==> src/rtl/scd_pkg.sv <==
package scd_pkg;

  localparam int unsigned REG_ADDR_W = 2;
  localparam int unsigned REG_DATA_W = 8;

  localparam logic [REG_ADDR_W-1:0] ADDR_DET_CTL  = 2'd0;
  localparam logic [REG_ADDR_W-1:0] ADDR_IRQ_CTL  = 2'd1;
  localparam logic [REG_ADDR_W-1:0] ADDR_FLAG_CLR = 2'd2;

  // detect control register fields
  localparam int unsigned DB_D3_EN    = 0;
  localparam int unsigned DB_EXT_EN   = 1;
  localparam int unsigned DB_EXT_HIGH = 2;
  localparam int unsigned DB_D3_OVR   = 4;
  localparam int unsigned DB_D3_VAL   = 5;

  // interrupt / filter control register fields
  localparam int unsigned IB_FILT_EN   = 0;
  localparam int unsigned IB_PULSE     = 1;
  localparam int unsigned IB_PULSE_HI  = 2;
  localparam int unsigned IB_LEVEL_LOW = 3;

  localparam int unsigned FB_CLR = 0;

  typedef struct packed {
    logic d3_det_en;
    logic ext_det_en;
    logic ext_pol_high;
    logic d3_ovr;
    logic d3_ovr_val;
  } det_cfg_t;

  typedef struct packed {
    logic filt_en;
    logic pulse_mode;
    logic pulse_pol_high;
    logic level_pol_low;
  } irq_cfg_t;

  // both registers come out of reset as 0x01
  localparam det_cfg_t DET_CFG_RST = '{d3_det_en: 1'b1, ext_det_en: 1'b0,
                                       ext_pol_high: 1'b0, d3_ovr: 1'b0,
                                       d3_ovr_val: 1'b0};
  localparam irq_cfg_t IRQ_CFG_RST = '{filt_en: 1'b1, pulse_mode: 1'b0,
                                       pulse_pol_high: 1'b0, level_pol_low: 1'b0};

endpackage

==> src/rtl/scd_sync.sv <==
module scd_sync #(
  parameter int unsigned STAGES = 2,
  parameter int unsigned WIDTH  = 2
) (
  input  logic             clk,
  input  logic             rst_n,
  input  logic [WIDTH-1:0] d_in,
  output logic [WIDTH-1:0] d_out
);

  logic [STAGES-1:0][WIDTH-1:0] pipe_q;
  logic [STAGES-1:0][WIDTH-1:0] pipe_n;

  genvar gs;
  generate
    for (gs = 0; gs < STAGES; gs++) begin : g_stage
      if (gs == 0) begin : g_first
        assign pipe_n[gs] = d_in;
      end else begin : g_next
        assign pipe_n[gs] = pipe_q[gs-1];
      end
    end
  endgenerate

  always_ff @(posedge clk or negedge rst_n) begin
    if (!rst_n) pipe_q <= '0;
    else        pipe_q <= pipe_n;
  end

  assign d_out = pipe_q[STAGES-1];

endmodule

==> src/rtl/scd_cfg_regs.sv <==
module scd_cfg_regs
  import scd_pkg::*;
(
  input  logic                  clk,
  input  logic                  rst_n,
  input  logic                  wr_en,
  input  logic [REG_ADDR_W-1:0] wr_addr,
  input  logic [REG_DATA_W-1:0] wr_data,
  input  logic                  chg_in,
  output det_cfg_t              det_cfg,
  output irq_cfg_t              irq_cfg,
  output logic                  chg_flag
);

  det_cfg_t det_q, det_n;
  irq_cfg_t irq_q, irq_n;
  logic     flag_q, flag_n;
  logic     det_we, irq_we, clr_hit;
  logic     unused_wr_bits;

  assign det_we  = wr_en && (wr_addr == ADDR_DET_CTL);
  assign irq_we  = wr_en && (wr_addr == ADDR_IRQ_CTL);
  assign clr_hit = wr_en && (wr_addr == ADDR_FLAG_CLR) && wr_data[FB_CLR];

  assign unused_wr_bits = ^{wr_data[7:6], wr_data[3]};

  always_comb begin
    det_n = det_q;
    if (det_we) begin
      det_n.d3_det_en    = wr_data[DB_D3_EN];
      det_n.ext_det_en   = wr_data[DB_EXT_EN];
      det_n.ext_pol_high = wr_data[DB_EXT_HIGH];
      det_n.d3_ovr       = wr_data[DB_D3_OVR];
      det_n.d3_ovr_val   = wr_data[DB_D3_VAL];
    end
  end

  always_comb begin
    irq_n = irq_q;
    if (irq_we) begin
      irq_n.filt_en        = wr_data[IB_FILT_EN];
      irq_n.pulse_mode     = wr_data[IB_PULSE];
      irq_n.pulse_pol_high = wr_data[IB_PULSE_HI];
      irq_n.level_pol_low  = wr_data[IB_LEVEL_LOW];
    end
  end

  // a new change wins over a clear issued in the same cycle
  always_comb begin
    flag_n = flag_q;
    if (clr_hit) flag_n = 1'b0;
    if (chg_in)  flag_n = 1'b1;
  end

  always_ff @(posedge clk or negedge rst_n) begin
    if (!rst_n) begin
      det_q  <= DET_CFG_RST;
      irq_q  <= IRQ_CFG_RST;
      flag_q <= 1'b0;
    end else begin
      det_q  <= det_n;
      irq_q  <= irq_n;
      flag_q <= flag_n;
    end
  end

  assign det_cfg  = det_q;
  assign irq_cfg  = irq_q;
  assign chg_flag = flag_q;

  AST_FLAG_SET: assert property (@(posedge clk) disable iff (!rst_n)
    chg_in |=> chg_flag);

  AST_FLAG_KEEP: assert property (@(posedge clk) disable iff (!rst_n)
    (chg_flag && !clr_hit) |=> chg_flag);

endmodule

==> src/rtl/scd_debounce.sv <==
module scd_debounce #(
  parameter int unsigned TICK_DIV = 1000,
  parameter int unsigned DB_TICKS = 16
) (
  input  logic clk,
  input  logic rst_n,
  input  logic filt_en,
  input  logic raw_in,
  output logic present,
  output logic chg
);

  localparam int unsigned PS_W = (TICK_DIV > 1) ? $clog2(TICK_DIV) : 1;
  localparam int unsigned ST_W = (DB_TICKS > 1) ? $clog2(DB_TICKS) : 1;
  localparam logic [PS_W-1:0] PS_MAX = PS_W'(TICK_DIV - 1);
  localparam logic [ST_W-1:0] ST_MAX = ST_W'(DB_TICKS - 1);

  logic [PS_W-1:0] ps_q, ps_n;
  logic [ST_W-1:0] st_q, st_n;
  logic            pres_q, pres_n;
  logic            tick;

  assign tick = (ps_q == PS_MAX);

  always_comb begin
    ps_n = tick ? '0 : ps_q + 1'b1;
  end

  always_comb begin
    pres_n = pres_q;
    st_n   = st_q;
    if (!filt_en) begin
      pres_n = raw_in;
      st_n   = '0;
    end else if (raw_in == pres_q) begin
      st_n = '0;
    end else if (tick) begin
      if (st_q == ST_MAX) begin
        pres_n = raw_in;
        st_n   = '0;
      end else begin
        st_n = st_q + 1'b1;
      end
    end
  end

  always_ff @(posedge clk or negedge rst_n) begin
    if (!rst_n) begin
      ps_q   <= '0;
      st_q   <= '0;
      pres_q <= 1'b0;
    end else begin
      ps_q   <= ps_n;
      st_q   <= st_n;
      pres_q <= pres_n;
    end
  end

  assign present = pres_q;
  assign chg     = (pres_n != pres_q);

  AST_DB_AGREE_HOLD: assert property (@(posedge clk) disable iff (!rst_n)
    (filt_en && (raw_in == pres_q)) |=> $stable(pres_q));

  AST_DB_TICK_ONLY: assert property (@(posedge clk) disable iff (!rst_n)
    (filt_en && !tick) |=> $stable(pres_q));

endmodule

==> src/rtl/scd_irq_shaper.sv <==
module scd_irq_shaper #(
  parameter int unsigned PULSE_W = 2
) (
  input  logic clk,
  input  logic rst_n,
  input  logic pulse_mode,
  input  logic pulse_pol_high,
  input  logic level_pol_low,
  input  logic req,
  output logic irq
);

  localparam int unsigned CNT_W = $clog2(PULSE_W + 1);
  localparam logic [CNT_W-1:0] CNT_LOAD = CNT_W'(PULSE_W - 1);

  logic             req_d_q;
  logic [CNT_W-1:0] cnt_q, cnt_n;
  logic             on_q, on_n;
  logic             irq_q, irq_n;
  logic             start;

  assign start = pulse_mode && req && !req_d_q;

  always_comb begin
    if (start)             cnt_n = CNT_LOAD;
    else if (cnt_q != '0)  cnt_n = cnt_q - 1'b1;
    else                   cnt_n = '0;
    on_n = start || (cnt_q != '0);
    if (pulse_mode) irq_n = on_n ? pulse_pol_high : !pulse_pol_high;
    else            irq_n = req ^ level_pol_low;
  end

  always_ff @(posedge clk or negedge rst_n) begin
    if (!rst_n) begin
      req_d_q <= 1'b0;
      cnt_q   <= '0;
      on_q    <= 1'b0;
      irq_q   <= 1'b0;
    end else begin
      req_d_q <= req;
      cnt_q   <= cnt_n;
      on_q    <= on_n;
      irq_q   <= irq_n;
    end
  end

  assign irq = irq_q;

  generate
    if (PULSE_W >= 2) begin : g_width_chk
      AST_PULSE_MIN_TWO: assert property (@(posedge clk) disable iff (!rst_n)
        $rose(on_q) |=> on_q);
    end
  endgenerate

endmodule

==> src/rtl/slot_detect_irq.sv <==
module slot_detect_irq
  import scd_pkg::*;
#(
  parameter int unsigned SYNC_STAGES = 2,
  parameter int unsigned TICK_DIV    = 1000,
  parameter int unsigned DB_TICKS    = 16,
  parameter int unsigned PULSE_W     = 2
) (
  input  logic       clk,
  input  logic       rst_n,
  input  logic       cfg_wr_en,
  input  logic [1:0] cfg_wr_addr,
  input  logic [7:0] cfg_wr_data,
  input  logic       dat3_in,
  output logic       dat3_out,
  output logic       dat3_oe,
  input  logic       ext_det_in,
  output logic       card_present,
  output logic       present_chg_flag,
  input  logic       irq_req,
  output logic       irq_out
);

  det_cfg_t   det_cfg;
  irq_cfg_t   irq_cfg;
  logic [1:0] pad_raw, pad_s;
  logic       d3_term, ext_term, raw_present;
  logic       pres_chg;

  scd_cfg_regs u_regs (
    .clk      (clk),
    .rst_n    (rst_n),
    .wr_en    (cfg_wr_en),
    .wr_addr  (cfg_wr_addr),
    .wr_data  (cfg_wr_data),
    .chg_in   (pres_chg),
    .det_cfg  (det_cfg),
    .irq_cfg  (irq_cfg),
    .chg_flag (present_chg_flag)
  );

  assign pad_raw = {ext_det_in, dat3_in};

  scd_sync #(.STAGES(SYNC_STAGES), .WIDTH(2)) u_sync (
    .clk   (clk),
    .rst_n (rst_n),
    .d_in  (pad_raw),
    .d_out (pad_s)
  );

  // DATA3 counts only while the pad is not being driven by the block
  assign d3_term     = det_cfg.d3_det_en && !det_cfg.d3_ovr && pad_s[0];
  assign ext_term    = det_cfg.ext_det_en && (pad_s[1] ~^ det_cfg.ext_pol_high);
  assign raw_present = d3_term || ext_term;

  scd_debounce #(.TICK_DIV(TICK_DIV), .DB_TICKS(DB_TICKS)) u_db (
    .clk     (clk),
    .rst_n   (rst_n),
    .filt_en (irq_cfg.filt_en),
    .raw_in  (raw_present),
    .present (card_present),
    .chg     (pres_chg)
  );

  scd_irq_shaper #(.PULSE_W(PULSE_W)) u_irq (
    .clk            (clk),
    .rst_n          (rst_n),
    .pulse_mode     (irq_cfg.pulse_mode),
    .pulse_pol_high (irq_cfg.pulse_pol_high),
    .level_pol_low  (irq_cfg.level_pol_low),
    .req            (irq_req),
    .irq            (irq_out)
  );

  assign dat3_oe  = det_cfg.d3_ovr;
  assign dat3_out = det_cfg.d3_ovr && det_cfg.d3_ovr_val;

endmodule

==> config.mk <==
export PLATFORM = sky130hd
export DESIGN_NAME = slot_detect_irq
export DESIGN_NICKNAME = d
export VERILOG_FILES = /design/src/rtl/scd_pkg.sv /design/src/rtl/scd_sync.sv /design/src/rtl/scd_cfg_regs.sv /design/src/rtl/scd_debounce.sv /design/src/rtl/scd_irq_shaper.sv /design/src/rtl/slot_detect_irq.sv
export SDC_FILE = /design/constraint.sdc
export NUM_CORES = 1
export LEC_CHECK = 0
export BUFFER_PORTS_ARGS = -buffer_cell sky130_fd_sc_hd__buf_2
export CELL_PAD_IN_SITES_DETAIL_PLACEMENT = 1
export CELL_PAD_IN_SITES_GLOBAL_PLACEMENT = 1
export CORE_ASPECT_RATIO = 1.4
export CORE_MARGIN = 5
export CORE_UTILIZATION = 25
export DETAILED_ROUTE_END_ITERATION = 7
export GPL_TIMING_DRIVEN = 1
export HOLD_SLACK_MARGIN = 0.05
export PLACE_DENSITY_LB_ADDON = 0.3
export SLEW_MARGIN = 20
export SYNTH_ARGS = -nofsm -noshare
export SYNTH_HDL_FRONTEND = slang
export SYNTH_SLANG_ARGS = --single-unit
==> constraint.sdc <==
create_clock -name clk -period 1.8 [get_ports clk]
set_clock_uncertainty 0.1 [all_clocks]
set_input_delay 0.18 -clock clk [delete_from_list [all_inputs] [get_ports clk]]
set_output_delay 0.18 -clock clk [all_outputs]
set_load 0.05 [all_outputs]
==> reports/results.ini, run 1 <==
[yosys]
synthFlopType = dfrtp_1
ys_seq_area_frac = 0.567
synth_area_um2 = 1460
synth.distinct_cells = 34
synth_area_per_cell_um2 = 12.5
ys_top_cells_by_area = dfrtp_1 53%, mux2_2 6.9%, dfstp_2 3.6%
synth_warnings = 0
ys_seq_elements = 33
synthMostInstantiatedCell = dfrtp_1
synthTopCellsByCount = 31 x dfrtp_1, 9 x mux2_2, 9 x nor2_1, 7 x a21oi_1
syn_nets = 135
synth-edff-count = 0
syn_inst = 117
synth_area_leader_cell = dfrtp_1
synth_top_area_share = 0.531
async_flop_share = 1.00

[critical_path]
crit_type = flop to flop
crit_fanout = 4
r2r-start = u_db.ps_q[1]
path_cells = ha_2, nand2_1, nor3b_4, mux2_4, and3_1
cp-end-kind = flop
start_kind = flop
critPathRequiredTime_ns = 1.87
slowest_delay_ns = 0.38
worst_r2r_path_depth = 5
r2r_slack_ns = 0.07
r2r-end = u_db.st_q[0]
cp_top_family = simple AND/OR/NAND/NOR gates
crit_buf_inv = 0
slowest_stage = dfrtp_1
worstPathArrival_ns = 1.80

[clocking]
clk_latency_ns = 0.28
cts.clk_slew.worst_paths_ns = 0.07
cts_buffer_depth = 2
cts_sinks = 33
htreeDepth = 2
cts_buffers = 5
root_buffer = clkbuf_8
tritoncts = done

[hold_path]
hp-class = primary input to flop
hp-start = cfg_wr_data[0]
min_to = u_regs.det_cfg[4]
min_path_cells = 2

[timing]
slew-limit-headroom = 0.503
rsz0062_at_grt = no
maxSlewViolCount = 0
setup_slack_ns = 0.0713
finalSetupViolations = 0
fin_hold_ws_ns = 0.0638
period_share = 0.960
tightest_slew_ns = 0.745
timing.final.crit_period_ns = 1.73
setup_tns_ns = 0
hold_viol_final = 0
fmaxAchievable_mhz = 578

[route]
viasPerCell = 4.59
drc = 0
num_vias = 1074
drt_iter0_markers = 9
first_pass_iters = 4
wl_per_cell_um = 13.6
wirelength_um = 3180
postRouteAntennaNets = 0

[layout]
fin_util = 0.333
drive_above_1_share = 0.348
multi_input_area_um2 = 621
antenna_cells = 0
seqCellArea_um2 = 828
finalNonFillerCells = 234
fillers = 657
area_delta_synth_final_pct = 31.6
postLayoutCellArea_um2 = 1920
final_nets = 181

[global_routing]
grt_overflow = 0
grt_pass1_wl_um = 5460
grt_usage = 0.0956
grt_max_degree = 34
antenna_found_initial = 0
first_global_vias = 1187

[outcome]
outcome = complete, no violations

[power]
vdd_drop_max_uv = 599
p_leak_nw = 0.891
p_total_mw = 1.83
powerDensity_nw_per_um2 = 952

[placed_design]
routabilityCongestion = 0.738
place_ws_ns = 0.0650
dpl.cell_count = 216
port-buffer-count = 18
hpwl_um = 2380
postPlaceCellArea_um2 = 1720

[floorplan]
fp.dieW_um = 74.6
die-area_um2 = 7500
die_y_um = 100
start_util = 0.253
row_count = 33
core_um2 = 5780
io_pins = 21

[job]
max_cap_viol_count = 0

==> area by class of cell <==
class / instances / area share
Clock buffer: 7 / 0.0501
Clock inverter: 1 / 0.00260
Inverter: 4 / 0.00781
Multi-Input combinational cell: 80 / 0.323
Sequential cell: 33 / 0.431
Tap cell: 70 / 0.0455
Timing Repair Buffer: 39 / 0.141
==> flip-flops by register name, indices dropped and copies added (netlist names) <==
signal	flops
u_sync.pipe_n	2
u_db.st_q	4
u_irq.req_d_q	1
u_sync.d_out	2
u_regs.chg_flag	1
u_db.present	1
u_db.ps_q	10
u_regs.det_cfg	5
u_irq.cnt_q	2
u_regs.irq_cfg	4
u_irq.irq	1
==> placed cells by master (no fill, tap or decap), types with 2 or more instances in the layout <==
master / count
a21oi_1: 7
a31oi_1: 5
and3_1: 5
buf_2: 18
buf_4: 12
clkbuf_8: 7
dfrtp_1: 31
dfstp_2: 2
dlygate4sd3_1: 9
inv_1: 4
mux2_2: 9
mux2_4: 2
nand2_1: 3
nand3_1: 5
nand3b_1: 2
nand4_1: 2
nor2_1: 9
nor3b_1: 2
o21ai_0: 3
xnor2_1: 5
xor2_1: 3
==> cells by family after synthesis <==
family | Yosys count | share of synthesized area
flip-flops | 33 | 0.567
XOR/XNOR | 8 | 0.0479
adder cells (fa/ha/maj) | 2 | 0.0171
AND/OR/NAND/NOR | 38 | 0.176
buffers and inverters | 4 | 0.0103
AO/OA/AOI/OAI | 20 | 0.0856
multiplexers | 12 | 0.0967
==> worst reg2reg max path: stages, from the launching register on <==
cell	delay, ns
dfrtp_1	0.38
ha_2	0.19
nand2_1	0.10
nor3b_4	0.33
mux2_4	0.33
and3_1	0.18
==> layer usage <==
metal  vias up  part of all wire  GRT usage
met2        22              0.55      0.163
met1       527              0.39      0.107
met4         0             0.025     0.0534
li1        518                 -          -
met3         7             0.033     0.0210
met5         -                 0          0
==> report_power, final <==
| group | switching, mW | total [mW] | internal (mW) |
|---|---|---|---|
| logic | 0.221 | 0.351 | 0.130 |
| registers | 0.0498 | 0.867 | 0.817 |
| clock network | 0.268 | 0.613 | 0.346 |
==> worst max-delay path by stage <==
stage / start / endpoint / slack (ns) / cells past startpoint
after floorplan: u_db.ps_q[0] / u_db.st_q[0] / 0.008 / 5
after global placement: u_db.ps_q[1] / u_db.st_q[0] / 0.11 / 5
after detailed placement: u_db.ps_q[1] / u_db.st_q[0] / 0.06 / 5
after CTS: u_db.ps_q[1] / u_db.st_q[0] / 0.05 / 5
after global routing: u_db.ps_q[1] / u_db.st_q[1] / 0.004 / 5
final: u_db.ps_q[1] / u_db.st_q[0] / 0.07 / 5
==> what timing repair did <==
item,in CTS,in global routing
hold buffers,9,0
resized for setup,0,1
setup buffers,0,1
setup endpoints to repair,0,3
endpoints found under the hold margin,40,0
No activity file was read; power rests on OpenSTA's default activity.
==> run 2, diff against run 1 <==
--- a/config.mk
+++ b/config.mk
@@ -15,6 +15,7 @@
 export GPL_TIMING_DRIVEN = 1
 export HOLD_SLACK_MARGIN = 0.05
 export PLACE_DENSITY_LB_ADDON = 0.3
+export REMOVE_ABC_BUFFERS = 1
 export SLEW_MARGIN = 20
 export SYNTH_ARGS = -nofsm -noshare
 export SYNTH_HDL_FRONTEND = slang
==> run 2 against run 1 <==
Hold slack is essentially flat. Register-to-register slack about the same. Critical path depth decreased by 1. Maximum frequency up 0.37%. Sequential share of layout area up 0.11 points. Wire length rose by 2.2%. Setup slack improved by 0.0063 ns. Final cell count is 0.85% lower. Utilization fell by 0.087 points. Sequential power is essentially flat. Non-clock buffer count decreased by 2.
==> reports/results.ini, run 2 (same netlist as run 1, synthesis figures left out) <==
[outcome]
outcome = complete, no violations

[layout]
area_delta_synth_final_pct = 31.2
drive_above_1_share = 0.333
fillers = 649
final_common_cell = dfrtp_1
final_cell_mix = 31 x dfrtp_1, 18 x buf_2, 11 x buf_4, 9 x nor2_1, 9 x mux2_2
final_nets = 179
finalNonFillerCells = 232
top_register = u_db.ps_q
antenna_cells = 0
largest_reg_flops = 10

[job]
max_cap_viol_count = 0

[clocking]
clk_latency_ns = 0.28
root_buffer = clkbuf_8
htreeDepth = 2
cts_sinks = 33
cts.clk_slew.worst_paths_ns = 0.07
post_cts_buffers = 0
tritoncts = done
cts_buffers = 5
cts_buffer_depth = 2

[critical_path]
crit_fanout = 4
start_kind = flop
cp-end-kind = flop
critPathRequiredTime_ns = 1.87
worstPathArrival_ns = 1.79
crit_type = flop to flop

[route]
wl_per_cell_um = 14.0
first_pass_iters = 2
top_layer_used = met4
drc = 0
drt_iter0_markers = 14
viasPerCell = 4.70
postRouteAntennaNets = 0
wl_met3_um = 115
routed-wl-met2_um = 1870
wl_met1_um = 1190
wirelength_um = 3260
num_vias = 1090

[timing]
maxSlewViolCount = 0
fmaxAchievable_mhz = 581
setup_tns_ns = 0
setup_slack_ns = 0.0777
hold_viol_final = 0
timing.final.crit_period_ns = 1.72
rsz0062_at_grt = no
finalSetupViolations = 0
tightest_slew_ns = 0.745
period_share = 0.957
slew-limit-headroom = 0.503

[placed_design]
hpwl_um = 2440
dpl.cell_count = 216
routabilityCongestion = 0.754
place_ws_ns = 0.0607
port-buffer-count = 18

[floorplan]
die_y_um = 100
start_util = 0.253
row_count = 33
core_um2 = 5780
fp.dieW_um = 74.6
io_pins = 21
die-area_um2 = 7500

[global_routing]
antenna_found_initial = 0
grt_max_degree = 34
grt_usage = 0.0969
grt_pass1_wl_um = 5510
grt_overflow = 0
first_global_vias = 1237

[hold_path]
hp-class = primary input to flop

[power]
powerDensity_nw_per_um2 = 1010
vdd_drop_max_uv = 582
p_leak_nw = 0.886

run 2: stage by stage:
step,power (mW),instance area (µm²),utilization,hold slack (ns)
6_report,1.93,1920,0.332,0.0640
5_1_grt,2.03,1920,0.332,0.0681
4_1_cts,1.96,1920,0.332,0.0625
3_5_place_dp,1.23,1720,0.298,0.190
3_3_place_gp,1.21,1720,0.298,0.175
2_1_floorplan,1.11,1460,-,-0.216
run 2: worst max-delay path, cell delays in order, from the launching register on:
cell,delay [ns]
dfrtp_1,0.42
nand4bb_4,0.25
nor3b_4,0.33
mux2_4,0.32
and3_1,0.18
run 2: final cells by class:
| type | instances | area, µm² | share of cell area |
|---|---|---|---|
| clock inverters | 1 | 30.0 | 0.0157 |
| clock buffers | 7 | 86.3 | 0.0450 |
| repair buffers | 37 | 253 | 0.132 |
| flip-flops and latches | 33 | 828 | 0.432 |
| well taps | 70 | 87.6 | 0.0457 |
| multi-input cells | 80 | 618 | 0.322 |
| inverters | 4 | 15.0 | 0.00783 |
run 2: where the power goes:
group | internal [mW] | total (mW) | switching, mW
Clock | 0.451 | 0.714 | 0.263
Combinational | 0.128 | 0.351 | 0.223
Sequential | 0.817 | 0.870 | 0.0526
Total | 1.40 | 1.93 | 0.538
run 2: what timing repair did:
| item | 4_1_cts | 5_1_grt |
|---|---|---|
| hold endpoints to repair | 39 | 0 |
| endpoints found under the setup margin | 0 | 2 |
| gates resized for setup | 0 | 0 |
| hold buffers | 8 | 0 |
run 2: routing by layer:
layer | GRT usage | vias to the layer above
met2 | 0.181 | 21
met5 | 0 | -
met3 | 0.0250 | 7
met4 | 0.0521 | 0
li1 | - | 513
met1 | 0.0931 | 549
run 2: final timing paths:
kind                                        from                end  slack, ns  depth (start not counted)
worst max-delay path                u_db.ps_q[4]       u_db.st_q[1]       0.08                          4
worst min-delay path              cfg_wr_data[2]  u_regs.det_cfg[2]       0.06                          2
worst min register to register  u_sync.pipe_n[3]    u_sync.d_out[1]       0.25                          0
max in group asynchronous                  rst_n      u_irq.req_d_q       0.72                          2
worst max register to register      u_db.ps_q[4]       u_db.st_q[1]       0.08                          4
min in group asynchronous                  rst_n    u_regs.chg_flag       0.41                          2
